### src/rtl/uart_md_pkg.sv
package uart_md_pkg;
  localparam logic [1:0] B9_NONE = 2'd0;
  localparam logic [1:0] B9_EVEN = 2'd1;
  localparam logic [1:0] B9_ODD  = 2'd2;
  localparam logic [1:0] B9_ADDR = 2'd3;
  localparam int         OSR     = 16;

  typedef enum logic [2:0] {S_IDLE, S_START, S_DATA, S_B9, S_STOP} ser_state_e;

  function automatic logic [7:0] mask_word(input logic [7:0] d, input logic [1:0] wlen);
    return d & (8'hFF >> (2'd3 - wlen));
  endfunction

  function automatic logic par_bit(input logic [7:0] d, input logic [1:0] mode);
    return (mode == B9_ODD) ? ~(^d) : ^d;
  endfunction

  function automatic logic [2:0] last_idx(input logic [1:0] wlen);
    return 3'd4 + {1'b0, wlen};
  endfunction
endpackage

### src/rtl/uart_md_fifo.sv
module uart_md_fifo #(
  parameter int W = 9,
  parameter int DEPTH = 8,
  localparam int AW = $clog2(DEPTH),
  localparam int CW = $clog2(DEPTH + 1)
) (
  input  logic          clk,
  input  logic          rst_n,
  input  logic          push,
  input  logic [W-1:0]  wdata,
  input  logic          pop,
  output logic [W-1:0]  rdata,
  output logic [CW-1:0] count,
  output logic          full,
  output logic          empty
);
  logic [W-1:0]  mem [DEPTH];
  logic [AW-1:0] wp, rp;
  logic          do_push, do_pop;

  assign full    = (count == CW'(DEPTH));
  assign empty   = (count == '0);
  assign do_pop  = pop && !empty;
  assign do_push = push && (!full || do_pop);
  assign rdata   = mem[rp];

  always_ff @(posedge clk) begin
    if (do_push) mem[wp] <= wdata;
  end

  always_ff @(posedge clk or negedge rst_n) begin
    if (!rst_n) begin
      wp    <= '0;
      rp    <= '0;
      count <= '0;
    end else begin
      if (do_push) wp <= (wp == AW'(DEPTH - 1)) ? '0 : wp + AW'(1);
      if (do_pop)  rp <= (rp == AW'(DEPTH - 1)) ? '0 : rp + AW'(1);
      if (do_push && !do_pop)      count <= count + CW'(1);
      else if (do_pop && !do_push) count <= count - CW'(1);
    end
  end
endmodule

### src/rtl/uart_md_baud.sv
module uart_md_baud #(
  parameter int DIV_W = 16
) (
  input  logic             clk,
  input  logic             rst_n,
  input  logic [DIV_W-1:0] div,
  output logic             tick
);
  logic [DIV_W-1:0] cnt;

  always_ff @(posedge clk or negedge rst_n) begin
    if (!rst_n) begin
      cnt  <= '0;
      tick <= 1'b0;
    end else if (cnt >= div) begin
      cnt  <= '0;
      tick <= 1'b1;
    end else begin
      cnt  <= cnt + DIV_W'(1);
      tick <= 1'b0;
    end
  end
endmodule

### src/rtl/uart_md_tx.sv
module uart_md_tx import uart_md_pkg::*; (
  input  logic       clk,
  input  logic       rst_n,
  input  logic       tick,
  input  logic [1:0] wlen,
  input  logic [1:0] mode,
  input  logic       start_ok,
  input  logic [8:0] word,
  output logic       pop,
  output logic       txd,
  output logic       busy
);
  ser_state_e state;
  logic [3:0] sub;
  logic [2:0] idx;
  logic [7:0] shreg;
  logic       b9;
  logic [7:0] wmask;

  assign wmask = mask_word(word[7:0], wlen);
  assign pop   = (state == S_IDLE) && start_ok;
  assign busy  = (state != S_IDLE);

  always_ff @(posedge clk or negedge rst_n) begin
    if (!rst_n) begin
      state <= S_IDLE;
      txd   <= 1'b1;
      sub   <= '0;
      idx   <= '0;
      shreg <= '0;
      b9    <= 1'b0;
    end else if (state == S_IDLE) begin
      if (start_ok) begin
        state <= S_START;
        txd   <= 1'b0;
        sub   <= '0;
        shreg <= wmask;
        b9    <= (mode == B9_ADDR) ? word[8] : par_bit(wmask, mode);
      end
    end else if (tick) begin
      sub <= sub + 4'd1;
      if (sub == 4'(OSR - 1)) begin
        case (state)
          S_START: begin
            state <= S_DATA;
            idx   <= '0;
            txd   <= shreg[0];
          end
          S_DATA: begin
            if (idx == last_idx(wlen)) begin
              if (mode != B9_NONE) begin
                state <= S_B9;
                txd   <= b9;
              end else begin
                state <= S_STOP;
                txd   <= 1'b1;
              end
            end else begin
              idx   <= idx + 3'd1;
              shreg <= shreg >> 1;
              txd   <= shreg[1];
            end
          end
          S_B9: begin
            state <= S_STOP;
            txd   <= 1'b1;
          end
          default: state <= S_IDLE;
        endcase
      end
    end
  end
endmodule

### src/rtl/uart_md_rx.sv
module uart_md_rx import uart_md_pkg::*; (
  input  logic       clk,
  input  logic       rst_n,
  input  logic       tick,
  input  logic       rxd_s,
  input  logic [1:0] wlen,
  input  logic [1:0] mode,
  output logic       done,
  output logic [8:0] word,
  output logic       ferr,
  output logic       perr
);
  ser_state_e state;
  logic [3:0] sub;
  logic [2:0] idx;
  logic [1:0] samp;
  logic [7:0] shreg;
  logic       b9;
  logic       vote;

  assign vote = (samp[0] & samp[1]) | (samp[0] & rxd_s) | (samp[1] & rxd_s);

  always_ff @(posedge clk or negedge rst_n) begin
    if (!rst_n) begin
      state <= S_IDLE;
      sub   <= '0;
      idx   <= '0;
      samp  <= '0;
      shreg <= '0;
      b9    <= 1'b0;
      done  <= 1'b0;
      word  <= '0;
      ferr  <= 1'b0;
      perr  <= 1'b0;
    end else begin
      done <= 1'b0;
      if (tick) begin
        if (state == S_IDLE) begin
          if (!rxd_s) begin
            state <= S_START;
            sub   <= 4'd1;
            shreg <= '0;
            b9    <= 1'b0;
          end
        end else begin
          sub <= sub + 4'd1;
          if (sub == 4'd7) samp[0] <= rxd_s;
          if (sub == 4'd8) samp[1] <= rxd_s;
          if (sub == 4'd9) begin
            case (state)
              S_START: if (vote) state <= S_IDLE;
              S_DATA:  shreg[idx] <= vote;
              S_B9:    b9 <= vote;
              default: begin
                done  <= 1'b1;
                word  <= {b9, shreg};
                ferr  <= !vote;
                perr  <= (mode == B9_EVEN || mode == B9_ODD) && (b9 != par_bit(shreg, mode));
                state <= S_IDLE;
              end
            endcase
          end
          if (sub == 4'(OSR - 1)) begin
            case (state)
              S_START: begin
                state <= S_DATA;
                idx   <= '0;
              end
              S_DATA: begin
                if (idx == last_idx(wlen)) state <= (mode != B9_NONE) ? S_B9 : S_STOP;
                else                       idx   <= idx + 3'd1;
              end
              S_B9:    state <= S_STOP;
              default: state <= S_IDLE;
            endcase
          end
        end
      end
    end
  end
endmodule

### src/rtl/uart_md_fc.sv
module uart_md_fc import uart_md_pkg::*; #(
  parameter int FIFO_DEPTH = 8,
  parameter int DIV_W = 16,
  localparam int CNT_W = $clog2(FIFO_DEPTH + 1)
) (
  input  logic             clk,
  input  logic             rst_n,
  input  logic [DIV_W-1:0] cfg_div,
  input  logic [1:0]       cfg_wlen,
  input  logic [1:0]       cfg_mode,
  input  logic [7:0]       cfg_md_addr,
  input  logic             cfg_fc_en,
  input  logic [CNT_W-1:0] cfg_rts_thr,
  input  logic             tx_valid,
  output logic             tx_ready,
  input  logic [8:0]       tx_data,
  output logic             rx_valid,
  input  logic             rx_ready,
  output logic [8:0]       rx_data,
  output logic             txd,
  input  logic             rxd,
  output logic             rts_n,
  input  logic             cts_n,
  input  logic [3:0]       irq_clr,
  input  logic [5:0]       irq_en,
  output logic [5:0]       irq_stat,
  output logic             irq,
  output logic             tx_dreq,
  output logic             rx_dreq
);
  logic             tick;
  logic             rxd_q1, rxd_s, cts_q1, cts_s, cts_prev;
  logic             tx_full, tx_empty, tx_pop, tx_busy, cts_blk;
  logic [8:0]       tx_word;
  logic [CNT_W-1:0] tx_cnt, rx_cnt;
  logic             rx_full, rx_empty, rx_pop, rx_push;
  logic             rx_done, rx_ferr, rx_perr, keep, md_sel;
  logic [8:0]       rx_word;
  logic [3:0]       flag_q, flag_set;

  always_ff @(posedge clk or negedge rst_n) begin
    if (!rst_n) begin
      rxd_q1   <= 1'b1;
      rxd_s    <= 1'b1;
      cts_q1   <= 1'b0;
      cts_s    <= 1'b0;
      cts_prev <= 1'b0;
    end else begin
      rxd_q1   <= rxd;
      rxd_s    <= rxd_q1;
      cts_q1   <= cts_n;
      cts_s    <= cts_q1;
      cts_prev <= cts_s;
    end
  end

  uart_md_baud #(.DIV_W(DIV_W)) u_baud (
    .clk(clk), .rst_n(rst_n), .div(cfg_div), .tick(tick)
  );

  assign tx_ready = !tx_full;
  assign cts_blk  = cfg_fc_en && cts_s;

  uart_md_fifo #(.W(9), .DEPTH(FIFO_DEPTH)) u_txq (
    .clk(clk), .rst_n(rst_n), .push(tx_valid && tx_ready), .wdata(tx_data),
    .pop(tx_pop), .rdata(tx_word), .count(tx_cnt), .full(tx_full), .empty(tx_empty)
  );

  uart_md_tx u_tx (
    .clk(clk), .rst_n(rst_n), .tick(tick), .wlen(cfg_wlen), .mode(cfg_mode),
    .start_ok(!tx_empty && !cts_blk), .word(tx_word), .pop(tx_pop),
    .txd(txd), .busy(tx_busy)
  );

  uart_md_rx u_rx (
    .clk(clk), .rst_n(rst_n), .tick(tick), .rxd_s(rxd_s), .wlen(cfg_wlen),
    .mode(cfg_mode), .done(rx_done), .word(rx_word), .ferr(rx_ferr), .perr(rx_perr)
  );

  always_comb begin
    if (cfg_mode != B9_ADDR) keep = 1'b1;
    else if (rx_word[8])     keep = (rx_word[7:0] == cfg_md_addr);
    else                     keep = md_sel;
  end

  always_ff @(posedge clk or negedge rst_n) begin
    if (!rst_n)                                      md_sel <= 1'b0;
    else if (rx_done && cfg_mode == B9_ADDR && rx_word[8]) md_sel <= (rx_word[7:0] == cfg_md_addr);
  end

  assign rx_push  = rx_done && keep;
  assign rx_valid = !rx_empty;
  assign rx_pop   = rx_valid && rx_ready;

  uart_md_fifo #(.W(9), .DEPTH(FIFO_DEPTH)) u_rxq (
    .clk(clk), .rst_n(rst_n), .push(rx_push), .wdata(rx_word),
    .pop(rx_pop), .rdata(rx_data), .count(rx_cnt), .full(rx_full), .empty(rx_empty)
  );

  assign flag_set = {cts_s != cts_prev,
                     rx_push && rx_full && !rx_pop,
                     rx_push && rx_perr,
                     rx_push && rx_ferr};

  always_ff @(posedge clk or negedge rst_n) begin
    if (!rst_n) flag_q <= '0;
    else        flag_q <= (flag_q & ~irq_clr) | flag_set;
  end

  assign irq_stat = {tx_full, rx_cnt >= cfg_rts_thr, flag_q};
  assign irq      = |(irq_stat & irq_en);
  assign rts_n    = cfg_fc_en && (rx_cnt >= cfg_rts_thr);
  assign tx_dreq  = (tx_cnt <= CNT_W'(FIFO_DEPTH / 2));
  assign rx_dreq  = !rx_empty;
endmodule

### config.mk
export PLATFORM = sky130hd
export DESIGN_NAME = uart_md_fc
export DESIGN_NICKNAME = d
export VERILOG_FILES = /design/src/rtl/uart_md_pkg.sv /design/src/rtl/uart_md_fifo.sv /design/src/rtl/uart_md_baud.sv /design/src/rtl/uart_md_tx.sv /design/src/rtl/uart_md_rx.sv /design/src/rtl/uart_md_fc.sv
export SDC_FILE = /design/constraint.sdc
export NUM_CORES = 1
export LEC_CHECK = 0
export BUFFER_PORTS_ARGS = -buffer_cell sky130_fd_sc_hd__buf_2
export CAP_MARGIN = 20
export CORE_UTILIZATION = 30
export DETAILED_ROUTE_END_ITERATION = 7
export PLACE_DENSITY = 0.56
export SYNTH_ARGS = -nofsm -noshare
export SYNTH_HDL_FRONTEND = slang
export SYNTH_SLANG_ARGS = --single-unit
### constraint.sdc
create_clock -name clk -period 7.4 [get_ports clk]
set_input_delay 1.48 -clock clk [delete_from_list [all_inputs] [get_ports clk]]
set_output_delay 1.48 -clock clk [all_outputs]
set_load 0.01 [all_outputs]
Word-level counts from Yosys, hierarchy flattened
Memory sizes are Yosys's and may differ from the RTL's. Cells that the tools add are included.

Register bits after elaboration: 100. Bits in latches: 0. RAM bits: 144. Bits in read-only memories: 0. Bits of input ports: 58. Output and inout bits: 22. Memories: 2.

Add/subtract/negate cells: 15. Multiply operators: 0. Div/mod/pow operators: 0. Magnitude comparators: 5. Equality and inequality tests: 32. Shift-type cells: 1. Mux-type cells: 71. Bitwise operators: 15. Reduce and logical (&&, ||, !) cells: 71.

Memory list: u_rxq.mem (words 8, width 9, read ports 1, clocked after Yosys merged registers in 0, write ports 1, line uart_md_fifo.sv:17) `logic [W-1:0] mem [DEPTH];`; u_txq.mem (words 8, width 9, read ports 1, clocked after Yosys merged registers in 0, write ports 1, line uart_md_fifo.sv:17).

Operator list (number): 2-to-1 mux 8 bit (10); 2-to-1 mux 3 bit (18); 2-to-1 mux 4 bit (9); 2-to-1 mux 1 bit (25); == test 4 bit (second input constant) (6); logical AND 1 bit (23); nonzero test 2 bit (11); AND reduction 4 bit (5); adder 3 x 1 -> 3 bit (second input constant) (6); one-hot mux 3 bit (2 select lines) (3); one-hot mux 3 bit (3 select lines) (2); adder 16 x 1 -> 16 bit (second input constant) (1); adder 4 x 1 -> 4 bit (second input constant) (4); greater-or-equal comparator 16 bit (1); 2-to-1 mux 16 bit (1); parity 8 bit (2); AND reduction 5 bit (3); == test 3 x 2 -> 1 bit (second input constant) (4); == test 3 bit (second input constant) (4); zero test 1 bit (11); AND 8 bit (1); bitwise mux 8 bit (1); == test 8 bit (1); zero test 4 bit (2); 34 further kinds (56).

Depth between registers and ports, before layout
Word-level depth: 11. Depth in mapped cells: 15. Gate-level depth less buffers: 14.

Hierarchy
Synthesis repeated with hierarchy kept, for this count alone.

Cells, all modules: 846. Area total of the unflattened synthesis: 11760.0 um^2.

Modules (own cells, without submodules): uart_md_fifo (instances 2, cells an instance 168, area an instance 3382.0 um^2); uart_md_rx (instances 1, cells an instance 186, area an instance 1853.0 um^2); uart_md_baud (instances 1, cells an instance 131, area an instance 1285.0 um^2); uart_md_tx (instances 1, cells an instance 124, area an instance 1207.4 um^2); uart_md_fc (instances 1, cells an instance 69, area an instance 650.6 um^2).

Worst setup path before layout
OpenSTA, ideal clock, no wires.

Kind: in2reg. From: in cfg_md_addr[5]. To: mem u_rxq.mem[4][0], enable pin. Library setup time: 403 ps. Arrival: 3742 ps. Data required time: 6997 ps. Slack: 3255 ps. Cell stages on the path: 7. Cell sequence: xor2_1 > nor4_1 > a31oi_1 > a21bo_2 > nand2b_1 > clkbuf_1 > nor4b_1.

Longest elaborated chain between the ends: 7.

RTL lines: from (decl) (line uart_md_fc.sv:11) `input logic [7:0] cfg_md_addr,`; == test 8 bit (line uart_md_fc.sv:82) `else if (rx_word[8]) keep = (rx_word[7:0] == cfg_md_addr);`; 2-to-1 mux 1 bit (line uart_md_fc.sv:82); 2-to-1 mux 1 bit (line uart_md_fc.sv:81) `if (cfg_mode != B9_ADDR) keep = 1'b1;`; logical AND 1 bit (line uart_md_fc.sv:91) `assign rx_push = rx_done && keep;`; logical AND 1 bit (line uart_md_fifo.sv:24) `assign do_push = push && (!full || do_pop);`; 2-to-1 mux 1 bit (line uart_md_fifo.sv:28) `if (do_push) mem[wp] <= wdata;`; 2-to-1 mux 1 bit (implied by the code) (line uart_md_fifo.sv:28); to (decl) (line uart_md_fifo.sv:17).

No other way between the ends.

Worst setup path after layout
From: in cfg_rts_thr[0]. To: out irq.

Longest elaborated chain between the ends: 3.

RTL lines: from (decl) (line uart_md_fc.sv:13) `input logic [CNT_W-1:0] cfg_rts_thr,`; greater-or-equal comparator 4 bit (line uart_md_fc.sv:110) `assign irq_stat = {tx_full, rx_cnt >= cfg_rts_thr, flag_q};`; AND 6 bit (line uart_md_fc.sv:111) `assign irq = |(irq_stat & irq_en);`; OR reduction 6 bit (line uart_md_fc.sv:111); to (decl) (line uart_md_fc.sv:27) `output logic irq,`.

No other way between the ends.

==> flow_summary.json <==
{
  "final_util_pct": 35.6,
  "synthCells": 868,
  "yosys-top-cells-area": "edfxtp_1 37%, dfrtp_1 21%, mux4_2 7.8%",
  "totalPowerFinal_mw": 4.38,
  "timing.final.crit_share_pct": 60.0,
  "maxCapViolations": 0,
  "overflow": 0,
  "cp-start-kind": "input port",
  "yosys_warnings": 0,
  "clock-sinks": 244,
  "final_max_slew_viol_count": 0,
  "vias": 6914,
  "hold_path.class": "reg2reg",
  "path_class": "in2out",
  "clk_pin_slew_worst_paths_ns": 0.06,
  "cp_slowest_stage_delay_ns": 0.32,
  "h-tree-depth": 1,
  "dr.pass1.iters": 6,
  "start_util_pct": 30.6,
  "dp.final_hpwl_um": 16800,
  "synth_edf_count": 144,
  "cts_setup_buffers": 0,
  "synth-seq-area-share_pct": 59.1,
  "antenna_left": 0,
  "leakage_nw": 5.40,
  "final_hold_viol_count": 0,
  "drc_errors": 0,
  "final_layout_size_suffix_gt1_share_pct": 22.2,
  "fillerInstances": 3713,
  "routed_wl_um": 23900,
  "path_cells": "buf_2, ha_1, nand2b_1, a21oi_1, nor2b_1, o21ai_0, nand2b_1, a221o_1, buf_2",
  "grt_pass1_vias": 6825,
  "crit_slowest_cell": "a221o_1",
  "cts_resized": 0,
  "row_count": 71,
  "crit_arrival_ns": 2.96,
  "numCtsBuffers": 27,
  "hold_buffers": 0,
  "cts_buffer_depth": 3,
  "ys_ff_latch": 244,
  "antenna_found_initial": 3,
  "rsz0062_at_grt": "no",
  "grt_max_degree": 52,
  "clk_latency_ns": 0.55,
  "nNetsFinal": 1056,
  "portBuffers": 79,
  "clockRootBuffer": "clkbuf_16",
  "cp_max_fo": 3,
  "cts_tree": "done",
  "outcome": "finished clean",
  "area_growth_pct": 16.4,
  "power_density_nw_per_um2": 326,
  "die_area_sq_um": 39300,
  "avgSynthCellArea_sq_um": 13.3,
  "slew_headroom_pct": 28.3,
  "fp.dieW_um": 198,
  "async_flop_share_pct": 41.0,
  "synth_nets": 972,
  "finalCriticalPeriod_ns": 4.44,
  "num_io_pins": 80,
  "synth_area_leader_cell": "edfxtp_1",
  "setup-tns-final_ns": 0,
  "die_y_um": 198,
  "synthFlopType": "edfxtp_1",
  "routedWlPerCell_um": 16.1,
  "max_freq_ghz": 0.225,
  "tightest_slew_ns": 1.07,
  "core_area_sq_um": 37800,
  "syn_area_sq_um": 11600,
  "crit_required_ns": 5.92,
  "regArea_sq_um": 6830,
  "end_kind": "primary output",
  "skew_ns": 0.0273,
  "track_usage_pct": 12.5,
  "multiInputGateArea_sq_um": 4430,
  "synth.top_cell.area_share_pct": 37.4,
  "setup_viol": 0,
  "synth.distinct_cells": 61,
  "grt_pass1_wl_um": 38100,
  "avgViaCountPerCell": 4.66,
  "gp_congestion": 0.760,
  "drtIter0Drc": 330,
  "ir_drop_v": 0.000216
}
-- final timing paths --
check,startpoint,endpoint,slack [ns],cells after the start
setup / recovery,cfg_rts_thr[0],irq,2.96,9
hold / removal,cts_q1,cts_s,0.35,0
setup reg to reg,u_rx.word[5],u_rxq.count[3],3.78,14
hold reg to reg,cts_q1,cts_s,0.35,0
max in group asynchronous,rst_n,u_rx.sub[0],5.24,2
min in group asynchronous,rst_n,u_txq.wp[2],0.96,1
-- kinds of logic (layout without fill, tap and decap cells) --
logic type	after synthesis	count (layout)	synth area share, %
simple gates	221	221	8.97
compound gates	136	136	7.66
flops	244	244	59.1
xor+xnor	65	65	5.05
other cells	0	1	0
fa+ha+maj	47	47	5.20
mux	76	76	11.2
buf+inv	79	184	2.82
-- cells in the final DEF, fill, tap and decap left out, types with 4 or more instances in the layout --
cell and instances:
edfxtp_1 144, inv_1 45, and3_1 8, mux2_2 26
clkbuf_16 27, nand3_1 17, a211oi_1 15, nand2b_1 13
buf_4 6, nor3_1 14, mux2i_1 10, a22o_1 8
a31oi_1 4, nor2_1 43, a21oi_1 23, buf_2 81
xor2_1 28, bufinv_16 4, xnor2_1 36, o21ai_0 52
nor2b_1 5, nand4_1 8, or2_2 4, a21o_1 9
clkinv_2 7, clkbuf_1 7, mux4_2 40, dfrtp_1 97
ha_1 44, nand2_1 87
-- area by class of cell --
class | instances | area share, %
Sequential cell | 244 | 50.8
Multi-Input combinational cell | 545 | 32.9
Clock buffer | 35 | 5.32
Tap cell | 511 | 4.75
Timing Repair Buffer | 88 | 3.55
Clock inverter | 15 | 1.37
Inverter | 46 | 1.28
Antenna cell | 1 | 0.0186
-- flip-flops by register name, summed over array words and instances, names as in the netlist, 4 cells and up --
signal and cells:
u_rx.sub 4, u_rxq.count 4, u_baud.cnt 16, u_rxq.mem 72, flag_q 4, u_txq.count 4, u_tx.sub 4, u_rx.word 9
u_txq.mem 72, u_tx.shreg 8, u_rx.shreg 8
-- critical path, delay by kind of cell --
kind | cells | cell delay, ns
simple gates | 3 | 0.37
fa+ha+maj | 1 | 0.27
compound gates | 3 | 0.60
buf+inv | 2 | 0.24
-- routing by layer --
metal	GRT usage, %	part of all wire, %
met1	17.3	48
met2	20.0	46
met3	2.66	4.5
met4	2.99	1.7
met5	0	0.11
-- through the flow --
stage	worst slack [ns]	std cells	area [sq um]	hold WS, ns
2_1_floorplan	3.26	868	11600	0.331
3_3_place_gp	2.50	1428	12500	0.339
3_5_place_dp	2.63	1431	12500	0.336
4_1_cts	2.93	1481	13400	0.351
5_1_grt	2.81	1484	13400	0.374
6_report	2.96	1485	13400	0.349
-- cell usage after synthesis, drive strengths merged, types with 4 or more instances --
master / instances
nor2: 43
mux2: 26
a31oi: 4
nor4: 4
inv: 46
or2: 4
a211oi: 15
and3: 8
xor2: 28
nand2b: 13
xnor2: 36
edfxtp: 144
dfrtp: 97
nor3: 16
buf: 15
ha: 44
nand4: 8
nor2b: 5
mux2i: 10
o21ai: 53
a21oi: 24
a22o: 8
mux4: 40
nand2: 87
a21o: 9
clkbuf: 18
nand3: 17
-- power breakdown --
| group | internal, mW | total (mW) | leakage [nW] | switching, mW |
|---|---|---|---|---|
| sequential | 1.62 | 1.83 | 2.65 | 0.212 |
| clock | 0.822 | 1.36 | 0.442 | 0.541 |
| combinational | 0.613 | 1.19 | 2.31 | 0.575 |
| total | 3.06 | 4.38 | 5.40 | 1.33 |
Power figures use the tool's default switching activity.
